==> config.mk <==
export PLATFORM = sky130hd
export DESIGN_NAME = pwm_stagger_top
export DESIGN_NICKNAME = d
export VERILOG_FILES = /design/src/rtl/pwm_stagger_pkg.sv /design/src/rtl/pwm_sync.sv /design/src/rtl/pwm_tick_sel.sv /design/src/rtl/pwm_timebase.sv /design/src/rtl/pwm_port_ch.sv /design/src/rtl/pwm_stagger_top.sv
export SDC_FILE = /design/constraint.sdc
export NUM_CORES = 1
export LEC_CHECK = 0
export BUFFER_PORTS_ARGS = -buffer_cell sky130_fd_sc_hd__buf_4
export CAP_MARGIN = 10
export CORE_MARGIN = 5
export CORE_UTILIZATION = 28
export DETAILED_ROUTE_END_ITERATION = 16
export PLACE_DENSITY_LB_ADDON = 0.3
export SYNTH_ARGS = -nofsm -noshare
export SYNTH_HDL_FRONTEND = slang
export SYNTH_SLANG_ARGS = --single-unit
==> constraint.sdc <==
create_clock -name clk -period 3.3 [get_ports clk]
set_clock_uncertainty 0.2 [all_clocks]
set_input_delay 0.165 -clock clk [delete_from_list [all_inputs] [get_ports clk]]
set_output_delay 0.165 -clock clk [all_outputs]
set_load 0.02 [all_outputs]
==> src/rtl/pwm_stagger_pkg.sv <==
package pwm_stagger_pkg;

    // Per-port output state machine
    typedef enum logic [1:0] {
        CH_LOW  = 2'd0,
        CH_PWM  = 2'd1,
        CH_HIGH = 2'd2
    } ch_state_e;

    // Upper-nibble code that forces a port high
    localparam logic [3:0] FORCE_HI_NIB = 4'b0111;

endpackage

==> src/rtl/pwm_sync.sv <==
module pwm_sync #(
    parameter int W      = 3,
    parameter int STAGES = 2
) (
    input  logic         clk,
    input  logic         rst_n,
    input  logic [W-1:0] d_i,
    output logic [W-1:0] q_o
);

    logic [W-1:0] pipe [STAGES];

    always_ff @(posedge clk or negedge rst_n) begin
        if (!rst_n) begin
            for (int i = 0; i < STAGES; i++) pipe[i] <= '0;
        end else begin
            pipe[0] <= d_i;
            for (int i = 1; i < STAGES; i++) pipe[i] <= pipe[i-1];
        end
    end

    assign q_o = pipe[STAGES-1];

endmodule

==> src/rtl/pwm_tick_sel.sv <==
module pwm_tick_sel #(
    parameter int SYNC_STAGES = 2
) (
    input  logic clk,
    input  logic rst_n,
    input  logic osc_int_i,
    input  logic osc_ext_i,
    input  logic use_ext_i,
    input  logic align_pin_i,
    input  logic align_en_i,
    output logic tick_o,
    output logic clr_o
);

    localparam int NSRC = 2;

    logic [NSRC:0]   s_q;
    logic [NSRC-1:0] prev_q;
    logic [NSRC-1:0] rise;

    pwm_sync #(.W(NSRC + 1), .STAGES(SYNC_STAGES)) u_sync (
        .clk   (clk),
        .rst_n (rst_n),
        .d_i   ({align_pin_i, osc_ext_i, osc_int_i}),
        .q_o   (s_q)
    );

    // One edge detector per timing source, so switching the select
    // never fabricates an edge
    always_ff @(posedge clk or negedge rst_n) begin
        if (!rst_n) prev_q <= '0;
        else        prev_q <= s_q[NSRC-1:0];
    end

    for (genvar k = 0; k < NSRC; k++) begin : g_edge
        assign rise[k] = s_q[k] & ~prev_q[k];
    end

    assign tick_o = use_ext_i ? rise[1] : rise[0];
    assign clr_o  = s_q[NSRC] & align_en_i;

endmodule

==> src/rtl/pwm_timebase.sv <==
module pwm_timebase #(
    parameter int PRE_W = 5,
    parameter int CW    = 5
) (
    input  logic          clk,
    input  logic          rst_n,
    input  logic          tick_i,
    input  logic          clr_i,
    output logic [CW-1:0] count_o,
    output logic          step_o
);

    localparam logic [PRE_W-1:0] PRE_MAX = {PRE_W{1'b1}};

    logic [PRE_W-1:0] pre_q;

    always_ff @(posedge clk or negedge rst_n) begin
        if (!rst_n) begin
            pre_q   <= '0;
            count_o <= '0;
            step_o  <= 1'b0;
        end else if (clr_i) begin
            pre_q   <= '0;
            count_o <= '0;
            step_o  <= 1'b0;
        end else begin
            step_o <= 1'b0;
            if (tick_i) begin
                if (pre_q == PRE_MAX) begin
                    pre_q   <= '0;
                    count_o <= count_o + 1'b1;
                    step_o  <= 1'b1;
                end else begin
                    pre_q <= pre_q + 1'b1;
                end
            end
        end
    end

endmodule

==> src/rtl/pwm_port_ch.sv <==
module pwm_port_ch
    import pwm_stagger_pkg::*;
#(
    parameter int CW     = 5,
    parameter int CODE_W = 8,
    parameter int PHASE  = 0
) (
    input  logic              clk,
    input  logic              rst_n,
    input  logic [CODE_W-1:0] code_i,
    input  logic [CW-1:0]     count_i,
    input  logic              step_i,
    input  logic              clr_i,
    output logic              port_o,
    output logic              load_o,
    output logic              hi_o,
    output logic              lo_o,
    output logic [CW+1:0]     cfg_o
);

    localparam logic [CW-1:0] PH = CW'(PHASE);

    ch_state_e    st_q, st_nx, st_dec;
    logic [CW-1:0] duty_q, duty_nx, duty_dec, rel;
    logic          load;

    always_comb begin
        rel      = count_i - PH;
        load     = clr_i || (step_i && rel == '0);
        duty_dec = code_i[CW-1:0];
        if (code_i[CODE_W-1 -: 4] == FORCE_HI_NIB) st_dec = CH_HIGH;
        else if (duty_dec == '0)                   st_dec = CH_LOW;
        else                                       st_dec = CH_PWM;
        st_nx   = load ? st_dec   : st_q;
        duty_nx = load ? duty_dec : duty_q;
    end

    // State register
    always_ff @(posedge clk or negedge rst_n) begin
        if (!rst_n) begin
            st_q   <= CH_LOW;
            duty_q <= '0;
        end else begin
            st_q   <= st_nx;
            duty_q <= duty_nx;
        end
    end

    // Output register, driven from the next state so a load never
    // shows one cycle of the previous setting
    always_ff @(posedge clk or negedge rst_n) begin
        if (!rst_n) begin
            port_o <= 1'b0;
        end else begin
            unique case (st_nx)
                CH_LOW:  port_o <= 1'b0;
                CH_HIGH: port_o <= 1'b1;
                CH_PWM:  port_o <= (rel < duty_nx);
                default: port_o <= 1'b0;
            endcase
        end
    end

    assign load_o = load;
    assign hi_o   = (st_q == CH_HIGH);
    assign lo_o   = (st_q == CH_LOW);
    assign cfg_o  = {st_q, duty_q};

endmodule

==> src/rtl/pwm_stagger_top.sv <==
module pwm_stagger_top #(
    parameter int NPORT       = 4,
    parameter int CW          = 5,
    parameter int PRE_W       = 5,
    parameter int CODE_W      = 8,
    parameter int SYNC_STAGES = 2
) (
    input  logic                    clk,
    input  logic                    rst_n,
    input  logic                    osc_int_i,
    input  logic                    osc_ext_i,
    input  logic                    use_ext_i,
    input  logic                    align_pin_i,
    input  logic                    align_en_i,
    input  logic [NPORT*CODE_W-1:0] port_code_i,
    output logic [NPORT-1:0]        port_o
);

    localparam int PERIOD  = 1 << CW;
    localparam int STAGGER = PERIOD / 8;
    localparam int CFG_W   = CW + 2;

    logic                   tick;
    logic                   clr;
    logic                   step;
    logic [CW-1:0]          count;
    logic [NPORT-1:0]       ch_load;
    logic [NPORT-1:0]       ch_hi;
    logic [NPORT-1:0]       ch_lo;
    logic [NPORT*CFG_W-1:0] ch_cfg;

    pwm_tick_sel #(.SYNC_STAGES(SYNC_STAGES)) u_sel (
        .clk         (clk),
        .rst_n       (rst_n),
        .osc_int_i   (osc_int_i),
        .osc_ext_i   (osc_ext_i),
        .use_ext_i   (use_ext_i),
        .align_pin_i (align_pin_i),
        .align_en_i  (align_en_i),
        .tick_o      (tick),
        .clr_o       (clr)
    );

    pwm_timebase #(.PRE_W(PRE_W), .CW(CW)) u_tb (
        .clk     (clk),
        .rst_n   (rst_n),
        .tick_i  (tick),
        .clr_i   (clr),
        .count_o (count),
        .step_o  (step)
    );

    for (genvar n = 0; n < NPORT; n++) begin : g_ch
        pwm_port_ch #(
            .CW     (CW),
            .CODE_W (CODE_W),
            .PHASE  ((n * STAGGER) % PERIOD)
        ) u_ch (
            .clk     (clk),
            .rst_n   (rst_n),
            .code_i  (port_code_i[n*CODE_W +: CODE_W]),
            .count_i (count),
            .step_i  (step),
            .clr_i   (clr),
            .port_o  (port_o[n]),
            .load_o  (ch_load[n]),
            .hi_o    (ch_hi[n]),
            .lo_o    (ch_lo[n]),
            .cfg_o   (ch_cfg[n*CFG_W +: CFG_W])
        );
    end

endmodule

# --- Word level (Yosys, flattened, before mapping) ---
# Cells that the tools add are included.
totals:
  latch_bits: 0
  register_bits: 51
  ram_bits: 0
  elab_cells: 94
  inputBits: 39
  out_inout_bits: 4
  mem_count: 0
  romBits: 0
classes:
  bitwise_logic: 5
  n_addsub: 5
  n_eq_ne: 13
  order_cmp: 4
  shifts: 0
  mul: 0
  n_mux: 30
  n_reduce_logical: 19
  div_mod_pow: 0
ops:
  columns: ["op", "count"]
  rows:
  - ["2-to-1 mux 5 bit", 10]
  - ["logical NOT 5 bit", 8]
  - ["less-than comparator 5 bit", 4]
  - ["== test 4 x 3 -> 1 bit, second input constant", 4]
  - ["2-to-1 mux 2 bit", 8]
  - ["adder 5 x 1 -> 5 bit, second input constant", 2]
  - ["subtractor 5 x 4 -> 5 bit, second input constant", 2]
  - ["== test 2 x 1 -> 1 bit, second input constant", 4]
  - ["== test 2 bit, second input constant", 4]
  - ["2-to-1 mux 1 bit", 8]
  - ["case mux 1 bit (2 select lines)", 4]
  - ["== test 5 bit, second input constant", 1]
  - ["subtractor 5 x 3 -> 5 bit, second input constant", 1]
  - ["logical AND 1 bit", 4]
  - ["logical OR 1 bit", 4]
  - ["nonzero test 2 bit", 2]
  - ["bitwise AND 1 bit", 3]
  - ["NOT 1 bit", 2]
  - ["AND reduction 2 bit", 1]

# --- Depth between registers and ports, before layout ---
# Gate-level depths: netlist of run 1.
depth:
  word_depth: 7
  depth_mapped: 12

# --- Cells and area by module ---
# Synthesis of run 1 repeated with hierarchy kept, for this count alone.
hier_totals:
  hier_cells: 266
  hier_area_um2: 2951.6
modules_own_cells:
  columns: ["mod", "seq_area_each_um2", "area_each_um2", "instances", "cells_per_inst"]
  rows:
  - ["pwm_port_ch (g_ch[1].u_ch)", 200.2, 549.3, 1, 54]
  - ["pwm_timebase", 275.3, 545.5, 1, 51]
  - ["pwm_port_ch (g_ch[3].u_ch)", 200.2, 541.8, 1, 52]
  - ["pwm_port_ch (g_ch[2].u_ch)", 200.2, 539.3, 1, 48]
  - ["pwm_port_ch (g_ch[0].u_ch)", 200.2, 523.0, 1, 46]
  - ["pwm_sync", 150.1, 172.7, 1, 9]
  - ["pwm_tick_sel", 50.0, 80.1, 1, 6]

# --- Worst setup path before layout of run 1 ---
# No wires, ideal clock.
synth_path:
  kind: "reg2reg"
  startpoint: "reg u_tb.count_o[2]"
  endpoint: "reg g_ch[1].u_ch.port_o"
  t_arrival_ps: 2580
  stages_incl_launch_ff: 12
  t_required_ps: 3034
  n_path_buf: 0
  setup_slack_ps: 453
  period_less_slack_ps: 2847
  setup_ps: 66
  cell_sequence: "dfrtp_1 > inv_1 > ha_1 > xor2_4 > o21ai_4 > mux2_2 > inv_1 > ha_1 > and4_1 > a211oi_1 > a22o_1 > a41o_1"
synth_via:
  elab_chain_cells: 7
synth_rtl:
  columns: ["item", "line", "rtl"]
  rows:
  - ["from (decl)", "pwm_timebase.sv:9", "output logic [CW-1:0] count_o,"]
  - ["from (signal assigned)", "pwm_timebase.sv:31", "count_o <= count_o + 1'b1;"]
  - ["subtractor 5 x 3 -> 5 bit", "pwm_port_ch.sv:28", "rel = count_i - PH;"]
  - ["logical NOT 5 bit", "pwm_port_ch.sv:29", "load = clr_i || (step_i && rel == '0);"]
  - ["logical AND 1 bit", "pwm_port_ch.sv:29", null]
  - ["logical OR 1 bit", "pwm_port_ch.sv:29", null]
  - ["2-to-1 mux 5 bit", "pwm_port_ch.sv:35", "duty_nx = load ? duty_dec : duty_q;"]
  - ["named net g_ch[1].u_ch.duty_nx[4]", "pwm_port_ch.sv:24", "logic [CW-1:0] duty_q, duty_nx, duty_dec, rel;"]
  - ["less-than comparator 5 bit", "pwm_port_ch.sv:58", "CH_PWM: port_o <= (rel < duty_nx);"]
  - ["case mux 1 bit (2 select lines)", "pwm_port_ch.sv:55", "unique case (st_nx)"]
  - ["to (signal assigned)", "pwm_port_ch.sv:58", null]
  - ["to (decl)", "pwm_port_ch.sv:14", "output logic port_o,"]
# The timed path passes the listed nets, and every way through them passes these cells.
# A chain may end at the register's enable or synchronous reset.

# --- Final worst setup path of run 1 ---
layout_path:
  startpoint: "reg u_tb.count_o[3]"
  endpoint: "reg g_ch[1].u_ch.port_o"
# Same word-level chain as after synthesis.

==> flow_summary.yaml, run 1 <==
detailed_routing:
  post_drt_via_cell_ratio: 4.372
  drc: 0
  drt_first_iter_violations: 69
  wirelength_um: 5691
  ant_nets: 0
  wl_per_cell_um: 12.32
  first_pass_iters: 6
  vias: 2020
logic_synthesis:
  ys.warnings.count: 0
  synth_cell_types: 43
  netlist_instances: 254
  synth_area_mm2: 0.002889
  synth-edff-count: 0
  synth_top_area_share_pct: 44.17
  ys.flop_type: "dfrtp_1"
  synth_nets: 327
  ys_seq_area_share_pct: 44.17
  yosysMostFrequentCell: "dfrtp_1"
  synth_common_cells: "dfrtp_1, inv_1, ha_1"
  synthTopCellsByArea: "dfrtp_1, ha_1, mux2i_1, inv_1, a21oi_1"
  synth_seq_cells: 51
  syn_area_per_cell_um2: 11.37
  synthArstFlopShare_pct: 100.0
  yosysTopAreaCell: "dfrtp_1"
final_layout:
  n_fill_cell: 1050
  drive_gt1_share_pct: 21.17
  fin_area_mm2: 0.003712
  area_growth_pct: 28.50
  multiInputGateArea_mm2: 0.001436
  nets: 398
  register_area_mm2: 0.001276
  antenna_cells: 0
floorplanning:
  die_y_um: 111.6
  row_count: 37
  start_util_pct: 28.37
  die_w_um: 111.6
  dieArea_mm2: 0.01245
  io_pins: 43
  core_mm2: 0.01018
cts:
  cts_setup_buffers: 0
  clock_latency_ps: 310
  cts_root_buffer: "clkbuf_8"
  clk_pin_slew_ps: 100
  cts_resized: 0
  cts_buffer_depth: 2
  cts_sinks: 51
  ctsHoldBuffers: 24
  cts_made_buffers: 5
  cts_tree: "built"
  htreeDepth: 2
setup_path:
  worstSetupPathType: "reg2reg"
  arrival_ps: 3040
  crit_family: "compound AO/OA/AOI/OAI gates"
  critPathMaxStageDelay_ps: 510
  r2r-end: "g_ch[1].u_ch.port_o$_DFF_PN0_"
  worst-path-buf-inv: 2
  crit_fanout: 8
  rr_worst_depth: 11
  reg2reg_setup_slack_ps: 310
  end_kind: "register"
  start_kind: "register"
  crit_required_ps: 3350
  crit_slowest_cell: "dfrtp_1"
  path_cells: "inv_1, ha_1, xor2_4, o21ai_4, mux2_2, inv_1, ha_1, and4_1, a211oi_1, a22o_1, a41o_1"
  r2r-start: "u_tb.count_o[3]$_DFFE_PN0P_"
pwr:
  p_clk_share_pct: 29.9
  power_frac_seq_pct: 48.3
  p_comb_share_pct: 21.8
  swShare_pct: 26.55
  p_int_mw: 1.082
  power.density_mw_per_mm2: 396.7
  p_leak_nw: 1.815
  p_sw_uw: 391.0
  irDropWorstVdd_v: 0.0002344
sta:
  max_freq_mhz: 334.1
  setup_viol: 0
  rsz0062_at_grt: "no"
  slew_violations: 0
  fin_crit_ps: 2993
  fin_ws_ps: 306.9
  finalCritPeriodShare_pct: 90.70
  worst_pin_slew_ps: 640.7
  finalHoldViolations: 0
  relSlewSlack_pct: 57.28
  whs_ps: 137.7
  setup_tns_ps: 0
worst_hold_path:
  min_to: "g_ch[1].u_ch.st_q[1]$_DFF_PN0_"
  hold_depth: 4
  hold_path.class: "in2reg"
  min-delay-start: "port_code_i[14]"
placement:
  numPortBuffers: 42
  dp_hpwl_um: 4335
  placed_cell_area_mm2: 0.003359
  place.gp.congestion: 0.7938
  place_ws_ps: 322.1
grt:
  grt_overflow: 0
  antenna_found_initial: 0
  grt_max_degree: 52
  grt_pass1_wl_um: 10270
  groute.usage.overall_pct: 9.932
  grt_pass1_vias: 2214
job:
  cap_violations: 0
outcome:
  status: "finished clean"
[power by group through the flow]
stage / logic, mW / registers (mW) / clock network, mW
CTS: 0.329 / 0.713 / 0.458
finish: 0.320 / 0.712 / 0.441
global placement: 0.301 / 0.725 / 0
detailed placement: 0.304 / 0.725 / 0
floorplan: 0.209 / 0.718 / 0
global route: 0.367 / 0.721 / 0.482
[per-layer routing]
metal  vias up  GRT usage [%]  part of all wire [%]
li1       1029              -                     -
met1       948          13.23                    48
met2        36          16.12                    48
met3         7          2.120                   3.3
met4         0          3.244                   1.1
met5         -              0                     0
[layout by cell type (no fill, tap or decap), drive strengths merged, types with 4 or more instances in the layout]
master | synthesis | final
buf | 5 | 46
nand2b | 4 | 4
dfrtp | 51 | 51
xnor2 | 4 | 4
clkbuf | 1 | 5
mux2i | 22 | 22
nand3 | 5 | 5
and4b | 4 | 4
nor3 | 4 | 4
nor2 | 11 | 11
ha | 34 | 34
mux2 | 7 | 7
and4 | 4 | 4
dlygate4sd3 | 0 | 24
inv | 35 | 35
nand2 | 7 | 7
o21ai | 8 | 8
a21oi | 13 | 13
a211oi | 4 | 4
[stage by stage]
stage | power, mW | utilization [%] | std cells
after detailed placement | 1.029 | 32.99 | 430
after global routing | 1.571 | 36.45 | 462
after CTS | 1.500 | 36.45 | 462
after global placement | 1.025 | 32.99 | 430
final | 1.473 | 36.45 | 462
after floorplan | 0.9276 | - | 254
[final cells by class]
type / count / share of cell area (%)
timing repair buffer: 70 / 15.77
multi-input combinational: 162 / 38.69
inverter: 35 / 3.539
sequential: 51 / 34.38
clock inverter: 3 / 1.180
tap: 136 / 4.584
clock buffer: 5 / 1.854
[sequential cells by signal (all words and copies together) (netlist names)]
| name | cells |
|---|---|
| g_ch.u_ch.port_o | 4 |
| u_sel.prev_q | 2 |
| u_tb.count_o | 5 |
| u_tb.pre_q | 5 |
| u_sel.u_sync.pipe | 3 |
| g_ch.u_ch.st_q | 8 |
| u_sel.u_sync.q_o | 3 |
| u_tb.step_o | 1 |
| g_ch.u_ch.duty_q | 20 |
[worst min-delay path, cell delays in order]
cell,delay [ps]
buf_4,70
and4b_1,200
mux2i_1,100
inv_1,70
[logic make-up after synthesis]
kind of cell             synth area share [%]
flip-flops                              44.17
buffers and inverters                   6.107
AND/OR/NAND/NOR                         10.83
AO/OA/AOI/OAI                           10.74
adder cells (fa/ha/maj)                 14.73
XOR/XNOR                                2.685
multiplexers                            10.74
[how the worst max path moves through the flow]
stage                                          to  depth (start not counted)                         from
global route        g_ch[0].u_ch.port_o$_DFF_PN0_                          9  u_tb.count_o[2]$_DFFE_PN0P_
finish              g_ch[1].u_ch.port_o$_DFF_PN0_                         11  u_tb.count_o[3]$_DFFE_PN0P_
global placement    g_ch[1].u_ch.port_o$_DFF_PN0_                         11  u_tb.count_o[2]$_DFFE_PN0P_
detailed placement  g_ch[1].u_ch.port_o$_DFF_PN0_                         11  u_tb.count_o[2]$_DFFE_PN0P_
floorplan           g_ch[1].u_ch.port_o$_DFF_PN0_                         11  u_tb.count_o[2]$_DFFE_PN0P_
CTS                 g_ch[1].u_ch.port_o$_DFF_PN0_                         11  u_tb.count_o[3]$_DFFE_PN0P_
No activity file was read; power rests on OpenSTA's default activity.
==> run 2: changes to the inputs <==
==> constraint.sdc (replaced) <==
create_clock -name clk -period 2.6 [get_ports clk]
set_clock_uncertainty 0.2 [all_clocks]
set_input_delay 0.13 -clock clk [delete_from_list [all_inputs] [get_ports clk]]
set_output_delay 0.13 -clock clk [all_outputs]
set_load 0.02 [all_outputs]
==> flow_summary.yaml, run 2 (synthesis gave the netlist of run 1 again) <==
final_layout:
  fin_area_mm2: 0.004442
  reg_top3: "g_ch.u_ch.duty_q x20, g_ch.u_ch.st_q x8"
  largest_register_ff_count: 20
  layout.cells.most_common: "buf_4"
  area_growth_pct: 53.75
  top_register: "g_ch.u_ch.duty_q"
  final_cell_mix: "buf_4, dfrtp_1, inv_1"
  nets: 451
  drive_gt1_share_pct: 44.59
  n_fill_cell: 985
  antenna_cells: 0
grt:
  groute.usage.overall_pct: 10.34
  grt_pass1_vias: 2366
  grt_pass1_wl_um: 10760
  antenna_found_initial: 0
  grt_max_degree: 52
  grt_overflow: 0
cts:
  clock_latency_ps: 300
  htreeDepth: 2
  cts_tree: "built"
  clk_pin_slew_ps: 100
  cts_buffer_depth: 2
  cts_root_buffer: "clkbuf_8"
  cts_made_buffers: 5
  cts_sinks: 51
setup_path:
  crit_required_ps: 2590
  reg2reg_setup_slack_ps: -110
  worstSetupPathType: "reg2reg"
  start_kind: "register"
  r2r-start: "u_tb.count_o[3]$_DFFE_PN0P_"
  rr_worst_depth: 11
  end_kind: "register"
  r2r-end: "g_ch[2].u_ch.port_o$_DFF_PN0_"
  arrival_ps: 2710
  crit_fanout: 5
placement:
  placed_cell_area_mm2: 0.003632
  dp_hpwl_um: 4409
  numPortBuffers: 42
  place.gp.congestion: 0.7739
sta:
  slew_violations: 0
  relSlewSlack_pct: 56.02
  rsz0062_at_grt: "yes"
  finalCritPeriodShare_pct: 104.3
  finalHoldViolations: 0
  worst_pin_slew_ps: 659.7
  whs_ps: 119.1
  fin_crit_ps: 2713
  setup_viol: 3
  fin_ws_ps: -112.8
  max_freq_mhz: 368.6
floorplanning:
  start_util_pct: 28.37
  die_y_um: 111.6
  core_mm2: 0.01018
  die_w_um: 111.6
  row_count: 37
  io_pins: 43
  dieArea_mm2: 0.01245
pwr:
  power.density_mw_per_mm2: 435.3
  irDropWorstVdd_v: 0.0002136
  p_leak_nw: 2.078
outcome:
  status: "finished with violations"
  violations: "setup timing"
worst_hold_path:
  hold_depth: 5
  min_to: "g_ch[1].u_ch.duty_q[3]$_DFF_PN0_"
  min-delay-start: "port_code_i[11]"
  hold_path.class: "in2reg"
detailed_routing:
  first_pass_iters: 4
  wirelength_um: 6417
  post_drt_via_cell_ratio: 4.398
  ant_nets: 0
  vias: 2265
  wl_per_cell_um: 12.46
  drt_first_iter_violations: 25
  drc: 0
job:
  cap_violations: 0
[run 2: cell types whose count changed in the layout (fill, tap and decap cells not counted), moves of 6 or more]
cell,before,now
buf_4,46,92
buf_6,0,9
ha_1,34,23
ha_4,0,10
inv_1,35,26
inv_2,0,7
mux2i_1,22,7
mux2i_2,0,6
mux2i_4,0,9
[run 2: worst max-delay path by stage]
stage / startpoint / to / slack, ps / cells after the start
floorplan: u_tb.count_o[2]$_DFFE_PN0P_ / g_ch[1].u_ch.port_o$_DFF_PN0_ / 20 / 11
global placement: u_tb.count_o[3]$_DFFE_PN0P_ / g_ch[1].u_ch.port_o$_DFF_PN0_ / -80 / 10
detailed placement: u_tb.count_o[3]$_DFFE_PN0P_ / g_ch[1].u_ch.port_o$_DFF_PN0_ / -90 / 11
CTS: u_tb.count_o[3]$_DFFE_PN0P_ / g_ch[2].u_ch.port_o$_DFF_PN0_ / -70 / 10
global route: u_tb.count_o[3]$_DFFE_PN0P_ / g_ch[2].u_ch.port_o$_DFF_PN0_ / -190 / 10
finish: u_tb.count_o[3]$_DFFE_PN0P_ / g_ch[2].u_ch.port_o$_DFF_PN0_ / -110 / 11
[run 2: what timing repair did]
item,4_1_cts,5_1_grt
setup endpoints to repair,4,4
gates resized for setup,24,33
setup buffers,19,5
pin swaps,13,7
endpoints found under the hold margin,71,1
hold buffers,21,1
[run 2: final cells by class]
class / instances / area [um2] / area share [%]
multi-input combinational: 162 / 1758 / 39.58
inverter: 35 / 136.4 / 3.070
clock buffer: 6 / 72.57 / 1.634
timing repair buffer: 123 / 1012 / 22.79
sequential: 51 / 1280 / 28.82
clock inverter: 2 / 12.51 / 0.2817
tap: 136 / 170.2 / 3.831
[run 2: per-layer routing]
| metal | vias up | global-route usage (%) | share of wire (%) | routed length (um) |
|---|---|---|---|---|
| li1 | 1134 | - | - | - |
| met1 | 1089 | 13.52 | 47 | 2984 |
| met2 | 36 | 17.21 | 49 | 3136 |
| met3 | 6 | 2.446 | 3.4 | 221 |
| met4 | 0 | 2.758 | 1.2 | 74 |
| met5 | - | 0 | 0 | 0 |
[run 2: metrics by stage]
step                instances  utilization, %  TNS [ps]  worst slack (ps)  power (mW)
finish                    515           43.61    -180.2            -112.8       1.934
global route              515           43.61    -681.6            -189.8       2.059
CTS                       509           41.24    -175.5            -73.38       1.891
detailed placement        461           35.66    -189.6            -92.41       1.348
global placement          461           35.66    -90.03            -83.08       1.341
floorplan                 254               -         0             16.50       1.190
[run 2: critical path, stage by stage, from the launching register on]
cell and delay (ps):
dfrtp_2 470, buf_6 120, ha_1 160, nand3_2 110, o21ai_4 320, buf_6 160
mux2i_2 240, inv_2 90, ha_4 270, inv_1 40, a22o_1 220, a41o_1 200
[run 2: power by group]
| group | total (mW) | internal (mW) | switching [mW] |
|---|---|---|---|
| Clock | 0.453 | 0.189 | 0.264 |
| Sequential | 0.916 | 0.877 | 0.0396 |
| Combinational | 0.565 | 0.324 | 0.241 |
